[config.mk]
export PLATFORM = sky130hd
export DESIGN_NAME = spi_aai_programmer
export DESIGN_NICKNAME = d
export VERILOG_FILES = /design/src/rtl/spi_aai_pkg.sv /design/src/rtl/spi_aai_fetch.sv /design/src/rtl/spi_aai_window.sv /design/src/rtl/spi_aai_seq.sv /design/src/rtl/spi_aai_programmer.sv
export SDC_FILE = /design/constraint.sdc
export NUM_CORES = 1
export LEC_CHECK = 0
export ABC_AREA = 1
export BUFFER_PORTS_ARGS = -buffer_cell sky130_fd_sc_hd__clkbuf_2
export CORE_MARGIN = 2
export CORE_UTILIZATION = 55
export CTS_CLUSTER_DIAMETER = 150
export DETAILED_ROUTE_END_ITERATION = 10
export GPL_TIMING_DRIVEN = 0
export PLACE_DENSITY_LB_ADDON = 0.15
export SLEW_MARGIN = 20
export SYNTH_ARGS = -nofsm -noshare
export SYNTH_HDL_FRONTEND = slang
export SYNTH_SLANG_ARGS = --single-unit
[constraint.sdc]
create_clock -name clk -period 1.46 [get_ports clk]
set_input_delay 0.146 -clock clk [delete_from_list [all_inputs] [get_ports clk]]
set_output_delay 0.146 -clock clk [all_outputs]
set_load 0.03 [all_outputs]
[src/rtl/spi_aai_pkg.sv]
package spi_aai_pkg;
  localparam int FADDR_W   = 24;
  localparam int FRAME_MAX = 6;
  localparam int FLEN_W    = $clog2(FRAME_MAX + 1);

  localparam logic [7:0] OP_WREN   = 8'h06;
  localparam logic [7:0] OP_WRDI   = 8'h04;
  localparam logic [7:0] OP_STREAM = 8'hAD;
  localparam logic [7:0] OP_STATUS = 8'h05;
  localparam logic [7:0] PAD_TX    = 8'hA5;
  localparam logic [7:0] BLANK     = 8'hFF;

  // status bits that must match after a streamed word: bit 6 and bit 1 set, 5..2 clear
  localparam logic [7:0] ST_MASK   = 8'h7E;
  localparam logic [7:0] ST_GOOD   = 8'h42;

  typedef logic [FRAME_MAX-1:0][7:0] frame_t;

  typedef enum logic [1:0] {W_IDLE, W_SEND, W_WAIT} win_state_t;

  typedef enum logic [3:0] {
    Q_IDLE, Q_CHECK, Q_FETCH, Q_EVAL, Q_PRE_POLL, Q_WREN,
    Q_PROG, Q_POST_POLL, Q_WRDI, Q_NEXT, Q_FINISH
  } seq_state_t;
endpackage

[src/rtl/spi_aai_fetch.sv]
module spi_aai_fetch
  import spi_aai_pkg::*;
#(
  parameter int CNT_W = 16
) (
  input  logic             clk,
  input  logic             rst,
  input  logic             pf_req,
  input  logic [CNT_W-1:0] pf_idx,
  input  logic             pf_hi_present,
  output logic             rd_en,
  output logic [CNT_W-1:0] rd_addr,
  input  logic [7:0]       rd_data,
  output logic             pf_valid,
  output logic [7:0]       pf_lo,
  output logic [7:0]       pf_hi
);
  // phase 0 idle, 1 second address out, 2 low byte back, 3 high byte back
  logic [1:0]       ph;
  logic [CNT_W-1:0] nxt_q;
  logic             hip_q;

  always_ff @(posedge clk) begin
    if (rst) begin
      ph       <= 2'd0;
      rd_en    <= 1'b0;
      rd_addr  <= '0;
      nxt_q    <= '0;
      hip_q    <= 1'b0;
      pf_valid <= 1'b0;
      pf_lo    <= 8'h00;
      pf_hi    <= 8'h00;
    end else begin
      pf_valid <= 1'b0;
      case (ph)
        2'd0: begin
          if (pf_req) begin
            rd_en   <= 1'b1;
            rd_addr <= pf_idx;
            nxt_q   <= pf_idx + 1'b1;
            hip_q   <= pf_hi_present;
            ph      <= 2'd1;
          end
        end
        2'd1: begin
          rd_addr <= nxt_q;
          rd_en   <= hip_q;
          ph      <= 2'd2;
        end
        2'd2: begin
          rd_en <= 1'b0;
          pf_lo <= rd_data;
          ph    <= 2'd3;
        end
        default: begin
          pf_hi    <= hip_q ? rd_data : BLANK;
          pf_valid <= 1'b1;
          ph       <= 2'd0;
        end
      endcase
    end
  end
endmodule

[src/rtl/spi_aai_window.sv]
module spi_aai_window
  import spi_aai_pkg::*;
(
  input  logic              clk,
  input  logic              rst,
  input  logic              win_start,
  input  logic [FLEN_W-1:0] win_len,
  input  frame_t            win_bytes,
  output logic              win_done,
  output logic [7:0]        win_rx,
  output logic              spi_sel,
  output logic              sh_start,
  output logic [7:0]        sh_tx,
  input  logic              sh_done,
  input  logic [7:0]        sh_rx
);
  win_state_t        wst;
  frame_t            bytes_q;
  logic [FLEN_W-1:0] len_q;
  logic [FLEN_W-1:0] pos_q;

  always_ff @(posedge clk) begin
    if (rst) begin
      wst      <= W_IDLE;
      bytes_q  <= '0;
      len_q    <= '0;
      pos_q    <= '0;
      win_done <= 1'b0;
      win_rx   <= 8'h00;
      spi_sel  <= 1'b0;
      sh_start <= 1'b0;
      sh_tx    <= 8'h00;
    end else begin
      win_done <= 1'b0;
      sh_start <= 1'b0;
      case (wst)
        W_IDLE: begin
          if (win_start) begin
            bytes_q <= win_bytes;
            len_q   <= win_len;
            pos_q   <= '0;
            spi_sel <= 1'b1;
            wst     <= W_SEND;
          end
        end
        W_SEND: begin
          sh_start <= 1'b1;
          sh_tx    <= bytes_q[pos_q];
          wst      <= W_WAIT;
        end
        W_WAIT: begin
          if (sh_done) begin
            win_rx <= sh_rx;
            if (pos_q == len_q - 1'b1) begin
              spi_sel  <= 1'b0;
              win_done <= 1'b1;
              wst      <= W_IDLE;
            end else begin
              pos_q <= pos_q + 1'b1;
              wst   <= W_SEND;
            end
          end
        end
        default: wst <= W_IDLE;
      endcase
    end
  end
endmodule

[src/rtl/spi_aai_seq.sv]
module spi_aai_seq
  import spi_aai_pkg::*;
#(
  parameter int CNT_W = 16
) (
  input  logic               clk,
  input  logic               rst,
  input  logic               start,
  input  logic [FADDR_W-1:0] flash_addr,
  input  logic [CNT_W-1:0]   byte_cnt,
  output logic               busy,
  output logic               done,
  output logic               err,
  output logic               pf_req,
  output logic [CNT_W-1:0]   pf_idx,
  output logic               pf_hi_present,
  input  logic               pf_valid,
  input  logic [7:0]         pf_lo,
  input  logic [7:0]         pf_hi,
  output logic               win_start,
  output logic [FLEN_W-1:0]  win_len,
  output frame_t             win_bytes,
  input  logic               win_done,
  input  logic [7:0]         win_rx
);
  localparam int WC_W = CNT_W + 1;

  seq_state_t         qst;
  seq_state_t         after_wrdi;
  logic [FADDR_W-1:0] addr_q;
  logic [CNT_W-1:0]   cnt_q;
  logic [CNT_W-1:0]   idx_q;
  logic [WC_W-1:0]    left_q;
  logic               in_run;
  logic               launched;

  logic [WC_W-1:0]    words_w;
  logic               pair_blank;
  logic               status_ok;
  logic [WC_W-1:0]    hi_pos;

  assign words_w    = ({1'b0, byte_cnt} + 1'b1) >> 1;
  assign pair_blank = (pf_lo == BLANK) && (pf_hi == BLANK);
  assign status_ok  = (win_rx & ST_MASK) == ST_GOOD;
  assign hi_pos     = {1'b0, idx_q} + 1'b1;

  // launch a command window; its contents depend on the state that owns it
  task automatic launch(input logic [FLEN_W-1:0] n, input frame_t b);
    win_start <= 1'b1;
    win_len   <= n;
    win_bytes <= b;
    launched  <= 1'b1;
  endtask

  always_ff @(posedge clk) begin
    if (rst) begin
      qst           <= Q_IDLE;
      after_wrdi    <= Q_FINISH;
      addr_q        <= '0;
      cnt_q         <= '0;
      idx_q         <= '0;
      left_q        <= '0;
      in_run        <= 1'b0;
      launched      <= 1'b0;
      busy          <= 1'b0;
      done          <= 1'b0;
      err           <= 1'b0;
      pf_req        <= 1'b0;
      pf_idx        <= '0;
      pf_hi_present <= 1'b0;
      win_start     <= 1'b0;
      win_len       <= '0;
      win_bytes     <= '0;
    end else begin
      done      <= 1'b0;
      pf_req    <= 1'b0;
      win_start <= 1'b0;
      case (qst)
        Q_IDLE: begin
          if (start) begin
            addr_q <= flash_addr;
            cnt_q  <= byte_cnt;
            left_q <= words_w;
            idx_q  <= '0;
            in_run <= 1'b0;
            err    <= 1'b0;
            busy   <= 1'b1;
            qst    <= Q_CHECK;
          end
        end
        Q_CHECK: begin
          if (left_q == '0) begin
            if (in_run) begin
              in_run     <= 1'b0;
              after_wrdi <= Q_FINISH;
              qst        <= Q_WRDI;
            end else begin
              qst <= Q_FINISH;
            end
          end else begin
            pf_req        <= 1'b1;
            pf_idx        <= idx_q;
            pf_hi_present <= hi_pos < {1'b0, cnt_q};
            qst           <= Q_FETCH;
          end
        end
        Q_FETCH: begin
          if (pf_valid) qst <= Q_EVAL;
        end
        Q_EVAL: begin
          if (pair_blank) begin
            if (in_run) begin
              in_run     <= 1'b0;
              after_wrdi <= Q_NEXT;
              qst        <= Q_WRDI;
            end else begin
              qst <= Q_NEXT;
            end
          end else if (in_run) begin
            qst <= Q_PROG;
          end else begin
            qst <= Q_PRE_POLL;
          end
        end
        Q_PRE_POLL: begin
          if (!launched) begin
            launch(FLEN_W'(2), {32'h0, PAD_TX, OP_STATUS});
          end else if (win_done) begin
            launched <= 1'b0;
            if (!win_rx[0]) qst <= Q_WREN;
          end
        end
        Q_WREN: begin
          if (!launched) begin
            launch(FLEN_W'(1), {40'h0, OP_WREN});
          end else if (win_done) begin
            launched <= 1'b0;
            qst      <= Q_PROG;
          end
        end
        Q_PROG: begin
          if (!launched) begin
            if (in_run)
              launch(FLEN_W'(3), {24'h0, pf_hi, pf_lo, OP_STREAM});
            else
              launch(FLEN_W'(6), {pf_hi, pf_lo, addr_q[7:0], addr_q[15:8],
                                  addr_q[23:16], OP_STREAM});
          end else if (win_done) begin
            launched <= 1'b0;
            in_run   <= 1'b1;
            qst      <= Q_POST_POLL;
          end
        end
        Q_POST_POLL: begin
          if (!launched) begin
            launch(FLEN_W'(2), {32'h0, PAD_TX, OP_STATUS});
          end else if (win_done) begin
            launched <= 1'b0;
            if (!win_rx[0]) begin
              if (status_ok) begin
                qst <= Q_NEXT;
              end else begin
                err        <= 1'b1;
                in_run     <= 1'b0;
                after_wrdi <= Q_FINISH;
                qst        <= Q_WRDI;
              end
            end
          end
        end
        Q_WRDI: begin
          if (!launched) begin
            launch(FLEN_W'(1), {40'h0, OP_WRDI});
          end else if (win_done) begin
            launched <= 1'b0;
            qst      <= after_wrdi;
          end
        end
        Q_NEXT: begin
          addr_q <= addr_q + 2'd2;
          idx_q  <= idx_q + 2'd2;
          left_q <= left_q - 1'b1;
          qst    <= Q_CHECK;
        end
        Q_FINISH: begin
          busy <= 1'b0;
          done <= 1'b1;
          qst  <= Q_IDLE;
        end
        default: qst <= Q_IDLE;
      endcase
    end
  end
endmodule

[src/rtl/spi_aai_programmer.sv]
module spi_aai_programmer
  import spi_aai_pkg::*;
#(
  parameter int CNT_W = 16
) (
  input  logic                clk,
  input  logic                rst,
  input  logic                start,
  input  logic [23:0]         flash_addr,
  input  logic [CNT_W-1:0]    byte_cnt,
  output logic                busy,
  output logic                done,
  output logic                err,
  output logic                rd_en,
  output logic [CNT_W-1:0]    rd_addr,
  input  logic [7:0]          rd_data,
  output logic                spi_sel,
  output logic                sh_start,
  output logic [7:0]          sh_tx,
  input  logic                sh_done,
  input  logic [7:0]          sh_rx
);
  logic              pf_req;
  logic [CNT_W-1:0]  pf_idx;
  logic              pf_hi_present;
  logic              pf_valid;
  logic [7:0]        pf_lo;
  logic [7:0]        pf_hi;
  logic              win_start;
  logic [FLEN_W-1:0] win_len;
  frame_t            win_bytes;
  logic              win_done;
  logic [7:0]        win_rx;

  spi_aai_seq #(.CNT_W(CNT_W)) u_seq (
    .clk(clk), .rst(rst), .start(start), .flash_addr(flash_addr),
    .byte_cnt(byte_cnt), .busy(busy), .done(done), .err(err),
    .pf_req(pf_req), .pf_idx(pf_idx), .pf_hi_present(pf_hi_present),
    .pf_valid(pf_valid), .pf_lo(pf_lo), .pf_hi(pf_hi),
    .win_start(win_start), .win_len(win_len), .win_bytes(win_bytes),
    .win_done(win_done), .win_rx(win_rx)
  );

  spi_aai_fetch #(.CNT_W(CNT_W)) u_fetch (
    .clk(clk), .rst(rst), .pf_req(pf_req), .pf_idx(pf_idx),
    .pf_hi_present(pf_hi_present), .rd_en(rd_en), .rd_addr(rd_addr),
    .rd_data(rd_data), .pf_valid(pf_valid), .pf_lo(pf_lo), .pf_hi(pf_hi)
  );

  spi_aai_window u_win (
    .clk(clk), .rst(rst), .win_start(win_start), .win_len(win_len),
    .win_bytes(win_bytes), .win_done(win_done), .win_rx(win_rx),
    .spi_sel(spi_sel), .sh_start(sh_start), .sh_tx(sh_tx),
    .sh_done(sh_done), .sh_rx(sh_rx)
  );
endmodule

==> summary by stage <==
Detailed routing
The routed layout has approximately 15000 vias. The starting DRC count in detailed routing is ~1600. After detailed routing, the average wire length per cell comes to 20.68 um. After detailed routing, the number of remaining DRC violations is 0. The first detailed-routing pass ran for 6 iterations. Once detail routing completed, the nets flagged for antenna violations numbered 0.

The final layout contains routed wiring with a total length of 51610 um. Using the TritonRoute via totals, the vias-per-cell ratio works out to 5.954.

Timing
Timing would allow up to a little under 0.6 GHz. The routed design could run at a clock period as short as 1.714 ns. The share of the cycle needed by the critical path after routing is 117.4%. The worst-case clock skew is roughly 0.012 ns. The worst path setup slack after routing is -0.2536 ns. Setup repair after global routing could not meet its margin everywhere. The number of endpoints failing setup at the final stage is 143. The transition at the pin with the smallest max-transition slack is 1.092 ns. Measured against its own limit, the worst slew margin works out to 27.23%. The count of endpoints failing hold in the final timing report came to 0. Adding up every negative setup slack in the final design gives -16.11 ns. Hold timing on the final database bottoms out at a slack of 0.008280 ns. The number of max-slew violations in the final report is 0.

Power and ir drop
In this run the power density over the cells is 1615 nW/um^2. The leakage power is 7.559 nW. The worst-case IR drop observed on VDD is roughly 0.0013 V.

CTS
The maximum level of the CTS H-tree is 1. The clock edge transition at the registers on the reported setup and hold paths is 0.06 ns. The tree is rooted in a sky130_fd_sc_hd__clkbuf_16. The number of clock buffers added by TritonCTS is 29.

The number of buffers between clock root and the deepest sink is 3. The clock reaches the later pin of the worst-skew pair after around 0.56 ns. TritonCTS built the clock tree. Counting every sink on the clock net gives 270.

Yosys
In this run, synthesis inferred 0 flip-flops with an integrated enable. The count of distinct cell types in the synthesized netlist is 44. The commonest cells after synthesis are sky130_fd_sc_hd__nand2_1, sky130_fd_sc_hd__nor2_1, sky130_fd_sc_hd__dfxtp_1. The leading area contributor after synthesis is sky130_fd_sc_hd__dfxtp_1. The average cell area after synthesis is 6.805 sq um. The proportion of netlist area held by the largest area contributor is a little over two fifths.

The library cell with the highest instance count after synthesis is sky130_fd_sc_hd__nand2_1. The net count of the mapped netlist is 1971. Synthesis handed over a netlist of 1885 instances. The mapped netlist covers 12830 sq um. Yosys attributes the largest share of cell area to sky130_fd_sc_hd__dfxtp_1, sky130_fd_sc_hd__nand2_1, sky130_fd_sc_hd__nor2_1, sky130_fd_sc_hd__o21ai_0, sky130_fd_sc_hd__a21oi_1. The synthesized flop and latch total is 270. The proportion of synthesized flip-flops having asynchronous set or reset is 0%. The Yosys step of the flow raised 0 warnings.

The most used flip-flop cell after synthesis is sky130_fd_sc_hd__dfxtp_1. The part of the Yosys area used for sequential elements is 42.14%.

Global route
The largest net degree at the start of global routing is 15. The initial antenna violation count is 0. The first global-routing pass estimated between 70000 and 80000 um of wire.

The leftover overflow at the end of global routing is 0. The number of global-route vias before repair is 13520. For this run, the total global-route usage over all layers was measured as 36.64%.

Floorplanning
The floorplan step defined a die boundary enclosing 24560 sq um. Measured along the x axis, the die boundary spans between 150 and 200 um. The number of cell rows is 55.

In this run the vertical extent of the chip is between 150 and 200 um. The standard cell core area is about 23000 sq um. The effective utilization at floorplan is about 56%. For this design the top-level I/O count stands at 90.

Finish
The number of antenna repair diodes is 0. The final net count is between 2000 and 2500. The number of fillers in the final layout is approximately 1300. Relative to the synthesized area, the layout overhead comes to 46.26%. The non-filler instance count after layout is 2495. The post-route netlist has 34.51% of its cells at a drive strength greater than 1.

Outcome
The flow ran to the end, but the final reports show violations. The checks that failed: setup timing.

Critical path
The class of the most critical setup path is reg -> reg. Data on the critical path arrives at its endpoint at 2.11 ns. Of all nets on the critical path, the largest fanout is 4. The worst setup path is launched from a flip-flop.

At the worst endpoint, the required time is roughly 1.9 ns. The worst setup path is captured at a flip-flop.

Run
The max-cap check violation count is 0.

Placed design
The final RePlAce weighted congestion is 0.9684. Once placement completed, the tool counted placed cells totaling 2285. In this run the tool buffered the top-level ports with 87 buffer cells. The wire-length estimate of the detail-placed layout is 30380 um.

Worst hold path
The tightest min-delay check is of the in -> reg type.
-- critical path: stages (launching register included) --
cell and delay (ns):
sky130_fd_sc_hd__dfxtp_2 0.35, sky130_fd_sc_hd__nor2_4 0.14, sky130_fd_sc_hd__nand2_2 0.10, sky130_fd_sc_hd__nor2_4 0.13, sky130_fd_sc_hd__nand3_2 0.11, sky130_fd_sc_hd__nand2_4 0.16, sky130_fd_sc_hd__clkinvlp_4 0.24, sky130_fd_sc_hd__nand4_1 0.22
sky130_fd_sc_hd__a21oi_1 0.09
-- layer usage --
metal	share of wire (%)	GRT usage [%]	vias to the layer above
li1	-	-	6725
met1	36	43.22	6951
met2	48	64.01	877
met3	8.4	6.203	303
met4	7.6	18.52	0
met5	0	0	-
-- layout by cell type, fill, tap and decap left out, types with 41 or more instances in the layout --
cell type / Yosys / layout
sky130_fd_sc_hd__buf_4: 6 / 66
sky130_fd_sc_hd__inv_1: 173 / 147
sky130_fd_sc_hd__o21ai_2: 1 / 43
sky130_fd_sc_hd__o21ai_0: 208 / 129
sky130_fd_sc_hd__dfxtp_1: 270 / 224
sky130_fd_sc_hd__nand2_1: 399 / 289
sky130_fd_sc_hd__nor2_1: 279 / 224
sky130_fd_sc_hd__dlygate4sd3_1: 0 / 46
sky130_fd_sc_hd__nand2_4: 1 / 56
sky130_fd_sc_hd__nand3_1: 91 / 71
sky130_fd_sc_hd__clkbuf_2: 0 / 108
sky130_fd_sc_hd__nor2_4: 3 / 41
sky130_fd_sc_hd__a21oi_2: 0 / 73
sky130_fd_sc_hd__a21oi_1: 195 / 120
sky130_fd_sc_hd__nand2_2: 4 / 56
-- per-stage QoR --
step / utilization, % / worst slack, ns / instance area (sq um) / total power [mW]
floorplan: - / -0.001079 / 12850 / 14.37
global placement: 60.04 / -0.7567 / 13680 / 16.44
detailed placement: 60.04 / -0.7205 / 13680 / 16.58
CTS: 74.45 / -0.1223 / 16960 / 27.07
global route: 82.37 / -0.3291 / 18760 / 31.34
finish: 82.37 / -0.2536 / 18760 / 30.30
-- power by group --
group	internal, mW	switching [mW]
Clock	4.42	3.08
Sequential	8.71	1.19
Combinational	5.29	7.60
Total	18.4	11.9
-- worst paths after layout --
kind,start,end,slack (ns),cells after the start
worst max-delay path,u_seq.left_q[9],u_seq.pf_hi_present,-0.25,8
worst min-delay path,flash_addr[15],u_seq.addr_q[15],0.008,5
worst max register to register,u_seq.left_q[9],u_seq.pf_hi_present,-0.25,8
worst min register to register,u_win.win_rx[6],u_win.win_rx[6],0.46,2
-- logic make-up after synthesis --
family	count (synthesis)	synth area share, %
simple gates	822	26.07
buf+inv	285	8.740
flops	270	42.14
xor+xnor	12	0.8193
compound gates	470	19.69
fa+ha+maj	26	2.536
-- final cells by class --
| cell class | instances | area, sq um | area share, % |
|---|---|---|---|
| plain buffers | 99 | 733.2 | 3.908 |
| clock buffers | 40 | 857.1 | 4.568 |
| clock inverters | 11 | 111.4 | 0.5935 |
| inverters | 180 | 758.2 | 4.041 |
| multi-input cells | 1332 | 8164 | 43.51 |
| flip-flops and latches | 270 | 5490 | 29.26 |
| well taps | 313 | 391.6 | 2.087 |
| repair buffers | 250 | 2256 | 12.02 |
-- state kept, by name (all words and copies together) (netlist names), 4 cells and up --
register / count
u_seq.pf_idx: 15
u_win.bytes_q: 44
u_win.sh_tx: 8
u_fetch.pf_lo: 8
u_seq.cnt_q: 15
u_seq.addr_q: 24
u_win.win_rx: 7
u_seq.qst: 4
u_fetch.nxt_q: 16
u_fetch.rd_addr: 16
u_seq.idx_q: 15
u_fetch.pf_hi: 8
u_seq.left_q: 17
u_seq.win_bytes: 44
-- repair_timing --
| item | CTS | global route |
|---|---|---|
| hold buffers | 44 | 2 |
| endpoints found under the setup margin | 241 | 232 |
| cloned | 8 | 11 |
| pin swaps | 81 | 115 |
| gates resized for setup | 385 | 464 |
| buffers inserted | 80 | 29 |
| hold endpoints to repair | 53 | 2 |
No activity file was read; power rests on OpenSTA's default activity.
